==> config.mk <==
export PLATFORM = sky130hd
export DESIGN_NAME = gate_cmp_timer
export DESIGN_NICKNAME = d
export VERILOG_FILES = /design/src/rtl/tmr_pkg.sv /design/src/rtl/tmr_prescaler.sv /design/src/rtl/tmr_gate.sv /design/src/rtl/tmr_counter.sv /design/src/rtl/gate_cmp_timer.sv
export SDC_FILE = /design/constraint.sdc
export NUM_CORES = 1
export LEC_CHECK = 0
export BUFFER_PORTS_ARGS = -buffer_cell sky130_fd_sc_hd__clkbuf_2
export CORE_ASPECT_RATIO = 2
export CORE_UTILIZATION = 55
export CTS_CLUSTER_DIAMETER = 50
export DETAILED_ROUTE_END_ITERATION = 6
export PLACE_DENSITY_LB_ADDON = 0.3
export SYNTH_ARGS = -nofsm -noshare
export SYNTH_HDL_FRONTEND = slang
export SYNTH_SLANG_ARGS = --single-unit
==> constraint.sdc <==
create_clock -name clk -period 3.91 [get_ports clk]
set_clock_uncertainty 0.2 [all_clocks]
set_input_delay 0.1955 -clock clk [delete_from_list [all_inputs] [get_ports clk]]
set_output_delay 0.1955 -clock clk [all_outputs]
set_load 0.02 [all_outputs]
==> src/rtl/tmr_pkg.sv <==
package tmr_pkg;

   // register select codes (offset / 16)
   localparam logic [1:0] SEL_COUNT = 2'd0;
   localparam logic [1:0] SEL_MODE  = 2'd1;
   localparam logic [1:0] SEL_CMP   = 2'd2;
   localparam logic [1:0] SEL_HOLD  = 2'd3;

   // mode word bit positions
   localparam int MB_CLK_LO  = 0;
   localparam int MB_CLK_HI  = 1;
   localparam int MB_GATE_ON = 2;
   localparam int MB_GATE_SRC = 3;
   localparam int MB_GMODE_LO = 4;
   localparam int MB_GMODE_HI = 5;
   localparam int MB_ZRET    = 6;
   localparam int MB_RUN     = 7;
   localparam int MB_EQ_IE   = 8;
   localparam int MB_OV_IE   = 9;
   localparam int MB_EQ_FLAG = 10;
   localparam int MB_OV_FLAG = 11;
   localparam int MODE_CFG_W = 10;

   typedef enum logic [1:0] {
      TSRC_BUS  = 2'd0,
      TSRC_MID  = 2'd1,
      TSRC_SLOW = 2'd2,
      TSRC_HBL  = 2'd3
   } tick_src_e;

   typedef enum logic [1:0] {
      GM_LEVEL = 2'd0,
      GM_RISE  = 2'd1,
      GM_FALL  = 2'd2,
      GM_BOTH  = 2'd3
   } gate_mode_e;

   typedef struct packed {
      logic       ov_ie;
      logic       eq_ie;
      logic       run;
      logic       zret;
      gate_mode_e gmode;
      logic       gate_src;
      logic       gate_on;
      tick_src_e  tsrc;
   } mode_cfg_t;

endpackage

==> src/rtl/tmr_prescaler.sv <==
module tmr_prescaler
   import tmr_pkg::*;
#(
   parameter int DIV_MID  = 16,
   parameter int DIV_SLOW = 256
) (
   input  logic      clk,
   input  logic      rst_n,
   input  tick_src_e tsrc,
   input  logic      hbl_rise,
   output logic      tick
);

   localparam int DIVW = $clog2(DIV_SLOW);
   localparam int MIDW = $clog2(DIV_MID);

   if (DIV_MID < 2 || (DIV_MID & (DIV_MID - 1)) != 0) begin : g_bad_mid
      $error("tmr_prescaler: DIV_MID must be a power of two >= 2");
   end
   if (DIV_SLOW <= DIV_MID || (DIV_SLOW & (DIV_SLOW - 1)) != 0) begin : g_bad_slow
      $error("tmr_prescaler: DIV_SLOW must be a power of two above DIV_MID");
   end

   logic [DIVW-1:0] div_q;
   tick_src_e       tsrc_q;
   logic            tsrc_chg;

   assign tsrc_chg = (tsrc != tsrc_q);

   always_ff @(posedge clk) begin
      if (!rst_n) begin
         div_q  <= '0;
         tsrc_q <= TSRC_BUS;
      end else begin
         tsrc_q <= tsrc;
         if (tsrc_chg) div_q <= '0;
         else          div_q <= div_q + DIVW'(1);
      end
   end

   always_comb begin
      unique case (tsrc)
         TSRC_BUS:  tick = 1'b1;
         TSRC_MID:  tick = !tsrc_chg && (&div_q[MIDW-1:0]);
         TSRC_SLOW: tick = !tsrc_chg && (&div_q);
         TSRC_HBL:  tick = hbl_rise;
         default:   tick = 1'b0;
      endcase
   end

endmodule

==> src/rtl/tmr_gate.sv <==
module tmr_gate
   import tmr_pkg::*;
#(
   parameter bit GATE_PRESENT = 1'b1
) (
   input  logic       clk,
   input  logic       rst_n,
   input  logic       gate_on,
   input  logic       gate_src,
   input  gate_mode_e gmode,
   input  logic       hblank,
   input  logic       vblank,
   output logic       allow,
   output logic       clear
);

   if (GATE_PRESENT) begin : g_gate
      logic hbl_q, vbl_q;
      logic lvl, lvl_q, rise, fall;

      always_ff @(posedge clk) begin
         if (!rst_n) begin
            hbl_q <= 1'b0;
            vbl_q <= 1'b0;
         end else begin
            hbl_q <= hblank;
            vbl_q <= vblank;
         end
      end

      assign lvl   = gate_src ? vblank : hblank;
      assign lvl_q = gate_src ? vbl_q  : hbl_q;
      assign rise  = lvl & ~lvl_q;
      assign fall  = ~lvl & lvl_q;

      always_comb begin
         allow = 1'b1;
         clear = 1'b0;
         if (gate_on) begin
            unique case (gmode)
               GM_LEVEL: allow = ~lvl;
               GM_RISE:  clear = rise;
               GM_FALL:  clear = fall;
               GM_BOTH:  clear = rise | fall;
               default:  clear = 1'b0;
            endcase
         end
      end
   end else begin : g_nogate
      logic unused_gate_ins;
      assign unused_gate_ins = ^{clk, rst_n, gate_on, gate_src, gmode, hblank, vblank};
      assign allow = 1'b1;
      assign clear = 1'b0;
   end

endmodule

==> src/rtl/tmr_counter.sv <==
module tmr_counter #(
   parameter int CNT_W = 16
) (
   input  logic             clk,
   input  logic             rst_n,
   input  logic             load,
   input  logic [CNT_W-1:0] load_val,
   input  logic             clr,
   input  logic             adv,
   input  logic             zret,
   input  logic [CNT_W-1:0] cmp,
   output logic [CNT_W-1:0] cnt,
   output logic             eq_hit,
   output logic             wrap
);

   logic [CNT_W-1:0] cnt_d, cnt_inc;

   assign cnt_inc = cnt + CNT_W'(1);

   always_comb begin
      cnt_d  = cnt;
      eq_hit = 1'b0;
      wrap   = 1'b0;
      if (load) begin
         cnt_d = load_val;
      end else if (clr) begin
         cnt_d = '0;
      end else if (adv) begin
         if (zret && (cnt == cmp)) begin
            cnt_d = '0;
         end else begin
            cnt_d  = cnt_inc;
            wrap   = &cnt;
            eq_hit = (cnt_inc == cmp);
         end
      end
   end

   always_ff @(posedge clk) begin
      if (!rst_n) cnt <= '0;
      else        cnt <= cnt_d;
   end

endmodule

==> src/rtl/gate_cmp_timer.sv <==
module gate_cmp_timer
   import tmr_pkg::*;
#(
   parameter int CNT_W        = 16,
   parameter int DW           = 32,
   parameter int DIV_MID      = 16,
   parameter int DIV_SLOW     = 256,
   parameter bit GATE_PRESENT = 1'b1,
   parameter bit HOLD_PRESENT = 1'b1
) (
   input  logic          clk,
   input  logic          rst_n,
   input  logic [1:0]    reg_sel,
   input  logic          reg_we,
   input  logic [DW-1:0] reg_wdata,
   output logic [DW-1:0] reg_rdata,
   input  logic          hblank_i,
   input  logic          vblank_i,
   input  logic          capture_i,
   output logic          irq_o
);

   localparam int MODE_W = MB_OV_FLAG + 1;

   if (CNT_W < 2 || CNT_W >= DW) begin : g_bad_cnt
      $error("gate_cmp_timer: CNT_W must be in [2, DW-1]");
   end
   if (DW < MODE_W || DW < 2 * MODE_W) begin : g_bad_dw
      $error("gate_cmp_timer: DW too narrow for the mode word");
   end

   // register writes
   logic wr_cnt, wr_mode, wr_cmp;
   assign wr_cnt  = reg_we && (reg_sel == SEL_COUNT);
   assign wr_mode = reg_we && (reg_sel == SEL_MODE);
   assign wr_cmp  = reg_we && (reg_sel == SEL_CMP);

   logic unused_wdata_hi;
   assign unused_wdata_hi = ^reg_wdata[DW-1:MODE_W];

   mode_cfg_t        cfg_q;
   logic [CNT_W-1:0] cmp_q;
   logic             equ_q, ovf_q;
   logic             hbl_q, hbl_rise;

   always_ff @(posedge clk) begin
      if (!rst_n) begin
         cfg_q <= '0;
         cmp_q <= '0;
         hbl_q <= 1'b0;
      end else begin
         hbl_q <= hblank_i;
         if (wr_mode) cfg_q <= mode_cfg_t'(reg_wdata[MODE_CFG_W-1:0]);
         if (wr_cmp)  cmp_q <= reg_wdata[CNT_W-1:0];
      end
   end

   assign hbl_rise = hblank_i & ~hbl_q;

   // tick source
   logic tick;
   tmr_prescaler #(.DIV_MID(DIV_MID), .DIV_SLOW(DIV_SLOW)) u_presc (
      .clk      (clk),
      .rst_n    (rst_n),
      .tsrc     (cfg_q.tsrc),
      .hbl_rise (hbl_rise),
      .tick     (tick)
   );

   // gate
   logic g_allow, g_clear;
   tmr_gate #(.GATE_PRESENT(GATE_PRESENT)) u_gate (
      .clk      (clk),
      .rst_n    (rst_n),
      .gate_on  (cfg_q.gate_on),
      .gate_src (cfg_q.gate_src),
      .gmode    (cfg_q.gmode),
      .hblank   (hblank_i),
      .vblank   (vblank_i),
      .allow    (g_allow),
      .clear    (g_clear)
   );

   // counter
   logic             adv, clr;
   logic [CNT_W-1:0] cnt_q;
   logic             eq_hit, wrap;

   assign adv = cfg_q.run & tick & g_allow;
   assign clr = cfg_q.run & g_clear;

   tmr_counter #(.CNT_W(CNT_W)) u_cnt (
      .clk      (clk),
      .rst_n    (rst_n),
      .load     (wr_cnt),
      .load_val (reg_wdata[CNT_W-1:0]),
      .clr      (clr),
      .adv      (adv),
      .zret     (cfg_q.zret),
      .cmp      (cmp_q),
      .cnt      (cnt_q),
      .eq_hit   (eq_hit),
      .wrap     (wrap)
   );

   // sticky flags: hardware set wins over write-one clear
   always_ff @(posedge clk) begin
      if (!rst_n) begin
         equ_q <= 1'b0;
         ovf_q <= 1'b0;
      end else begin
         equ_q <= eq_hit | (equ_q & ~(wr_mode & reg_wdata[MB_EQ_FLAG]));
         ovf_q <= wrap   | (ovf_q & ~(wr_mode & reg_wdata[MB_OV_FLAG]));
      end
   end

   // hold register
   logic [CNT_W-1:0] hold_q;
   if (HOLD_PRESENT) begin : g_hold
      always_ff @(posedge clk) begin
         if (!rst_n)         hold_q <= '0;
         else if (capture_i) hold_q <= cnt_q;
      end
   end else begin : g_nohold
      logic unused_capture;
      assign unused_capture = capture_i;
      assign hold_q = '0;
   end

   // read mux
   always_comb begin
      reg_rdata = '0;
      unique case (reg_sel)
         SEL_COUNT: reg_rdata[CNT_W-1:0] = cnt_q;
         SEL_MODE:  reg_rdata[MODE_W-1:0] = {ovf_q, equ_q, cfg_q};
         SEL_CMP:   reg_rdata[CNT_W-1:0] = cmp_q;
         SEL_HOLD:  reg_rdata[CNT_W-1:0] = hold_q;
         default:   reg_rdata = '0;
      endcase
   end

   assign irq_o = (equ_q & cfg_q.eq_ie) | (ovf_q & cfg_q.ov_ie);

endmodule

==> flow_summary_export.csv <==
group,metric,value,unit
synthesis,ys_ff_latch,72,
critical_path,crit_type,"reg2reg",
grt,grt_max_degree,56,
synthesis,synth-main-ff-cell,"dfxtp_1",
synthesis,syn_inst,501,
pwr,ir_drop,0.250,mV
critical_path,cp_max_fo,15,
placement,place_hpwl,7670,um
floorplan,io_pins,73,
timing,rsz0062_at_grt,"false",
synthesis,syn_avg_cell_area,8.32,sq um
pwr,power.sequential.fraction,0.417,
status,status,"completed",
grt,overflow,0,
floorplan,start_util,0.569,
timing,period_needed,3350,ps
timing,drv_slew,0,
route,drt_iter0_markers,254,
cts,cts.clk_slew.worst_paths,60,ps
synthesis,synth-edff-count,0,
pwr,p_int,0.00143,W
synthesis,ys_seq_area_frac,0.346,
pwr,power.density,403,nW/um^2
floorplan,core_area,7320,sq um
route,vias_per_cell,5.95,
pwr,power_leakage,1.94,nW
critical_path,arrival,3390,ps
job,maxCapViolCount,0,
synthesis,syn-cell-area,4170,sq um
hold_path,hp-start,"reg_we",
critical_path,r2r-start,"cfg_q[0]",
cts,hold_buffers,18,
critical_path,start_kind,"flip-flop",
floorplan,die-area,7950,sq um
cts,cts-root-buf,"clkbuf_16",
timing,max_clock_freq,298,MHz
pwr,p_clk_frac,0.445,
floorplan,chipHeight,125,um
layout,fin_nets,588,
cts,clk_latency,340,ps
hold_path,hp-class,"in2reg",
layout,diodes,0,
timing,period_share,0.857,
grt,grt_pass1_wl,18400,um
hold_path,whs_path_depth,5,
grt,grt_antenna_before_repair,0,
layout,layout-drive-gt1-share,0.158,
cts,post_cts_resized,0,
timing,timing_hold_violations_final,0,
cts,post_cts_buffers,0,
route,drtPass1Iterations,6,
timing,setup_ws,559,ps
cts,htreeDepth,3,
cts,clockBufferDepth,2,
route,routedWlPerCell,17.7,um
placement,finalWeightedCongestion,0.944,
pwr,power.switching,0.000507,W
synthesis,synthDistinctLibCells,56,
cts,cts_tree,"built",
critical_path,cp-end-kind,"flip-flop",
critical_path,worstPathRequired,3940,ps
placement,dpl_worst_slack,655,ps
critical_path,r2r_setup_slack,560,ps
timing,setup_violations,0,
layout,layout_commonest_cell,"nand2_1",
synthesis,synthArstFlopShare,0,
timing,worstMarginPinSlew,1300,ps
pwr,switching_share,0.262,
critical_path,r2r-end,"equ_q",
pwr,combPwrFrac,0.138,
cts,numCtsBuffers,9,
placement,io_buffers,40,
timing,max-slew-margin-rel,0.134,
route,vias,3799,
hold_path,holdPathEnd,"cfg_q[0]",
critical_path,reg2regPathDepth,8,
floorplan,die-width,63.6,um
route,detail-route-antenna-nets,0,
route,drt_wl_total,11300,um
layout,areaGrowthSynthToFinish,15.1,%
grt,grt_pass1_vias,3866,
cts,clkSinkCount,72,
synthesis,ys.warnings.count,0,
floorplan,rows,44,
timing,tns,0,ps
grt,groute.usage.overall,0.303,
layout,final_cell_mix,"nand2_1, dfxtp_1, nor2_1, a21oi_1, clkbuf_2",
route,drc_errors,0,
==> metal layers <==
metal  track usage  vias up  wire [um]
met5             0        -          0
met4         0.194        0        561
met3        0.0584       49        551
met2         0.548      147       6220
met1         0.304     1796       3930
li1              -     1807          -
==> cells in the mapped netlist (3+ instances only) <==
library cell | instances | area (sq um)
nand3_1 | 12 | 60.1
buf_6 | 3 | 33.8
xor2_1 | 17 | 149
and2_1 | 5 | 31.3
o21ai_0 | 20 | 100
dfxtp_1 | 72 | 1440
nand2_1 | 92 | 345
inv_1 | 8 | 30.0
nand2b_1 | 4 | 25.0
nand4_1 | 12 | 75.1
buf_4 | 17 | 128
nor3_1 | 3 | 15.0
mux4_2 | 12 | 270
a22o_1 | 5 | 43.8
mux2i_1 | 18 | 180
ha_1 | 7 | 87.6
mux2_2 | 5 | 56.3
nand3b_1 | 3 | 22.5
a222oi_1 | 4 | 40.0
and3_1 | 8 | 50.1
nor4_1 | 3 | 18.8
clkbuf_1 | 24 | 90.1
a22oi_1 | 3 | 22.5
nor2_1 | 44 | 165
a21oi_1 | 41 | 205
buf_1 | 3 | 11.3
xnor2_1 | 17 | 149
==> registers in the layout, summed over array words and instances, names as in the netlist <==
signal	cells
u_presc.div_q	8
u_gate.g_gate.vbl_q	1
ovf_q	1
u_gate.g_gate.hbl_q	1
equ_q	1
u_cnt.cnt	16
cmp_q	16
cfg_q	10
u_presc.tsrc_q	2
hold_q	16
==> through the flow <==
stage | cells | util | total power (W) | area [sq um] | hold slack [ps]
final | 638 | 0.655 | 0.00194 | 4800 | 144
after detailed placement | 604 | 0.588 | 0.00107 | 4310 | 226
after floorplan | 516 | - | 0.00101 | 4230 | 117
after CTS | 638 | 0.655 | 0.00194 | 4800 | 129
after global placement | 604 | 0.588 | 0.00106 | 4310 | 216
after global routing | 638 | 0.655 | 0.00201 | 4800 | 165
==> kinds of logic after synthesis <==
logic type,synth area share
flops,0.346
xor+xnor,0.0714
compound gates,0.141
simple gates,0.225
mux,0.122
buf+inv,0.0735
other cells,0.000899
fa+ha+maj,0.0210
==> power groups by stage <==
stage	combinational, W	clock, W	sequential [W]
after floorplan	0.000218	0	0.000797
after global placement	0.000243	0	0.000820
after detailed placement	0.000249	0	0.000822
after CTS	0.000265	0.000871	0.000806
after global routing	0.000289	0.000909	0.000814
final	0.000267	0.000862	0.000807
==> worst max-delay path, cell delays in order, from the launching register on <==
cell	delay [ps]
dfxtp_1	410
inv_1	110
ha_1	310
nand4_1	90
a2111oi_0	80
o211a_1	450
a311oi_2	1160
nor4_1	150
a31o_1	270
==> layout make-up <==
type                            instances  area, sq um
Multi-Input combinational cell        386         2480
Clock buffer                           10          229
Tap cell                               92          115
Sequential cell                        72         1440
Timing Repair Buffer                   63          418
Inverter                                9         33.8
Fill cell                             639         2520
Clock inverter                          6         83.8
==> how the worst max path moves through the flow <==
| stage | startpoint | slack, ps | depth (start not counted) | end |
|---|---|---|---|---|
| finish | cfg_q[0] | 560 | 8 | equ_q |
| global route | cfg_q[0] | 380 | 9 | u_cnt.cnt[13] |
| CTS | cfg_q[0] | 610 | 8 | equ_q |
| detailed placement | cfg_q[0] | 650 | 8 | equ_q |
| global placement | cfg_q[0] | 750 | 8 | equ_q |
| floorplan | cfg_q[3] | 1350 | 11 | u_cnt.cnt[12] |
Note: power is estimated with default switching activity, not from simulation.
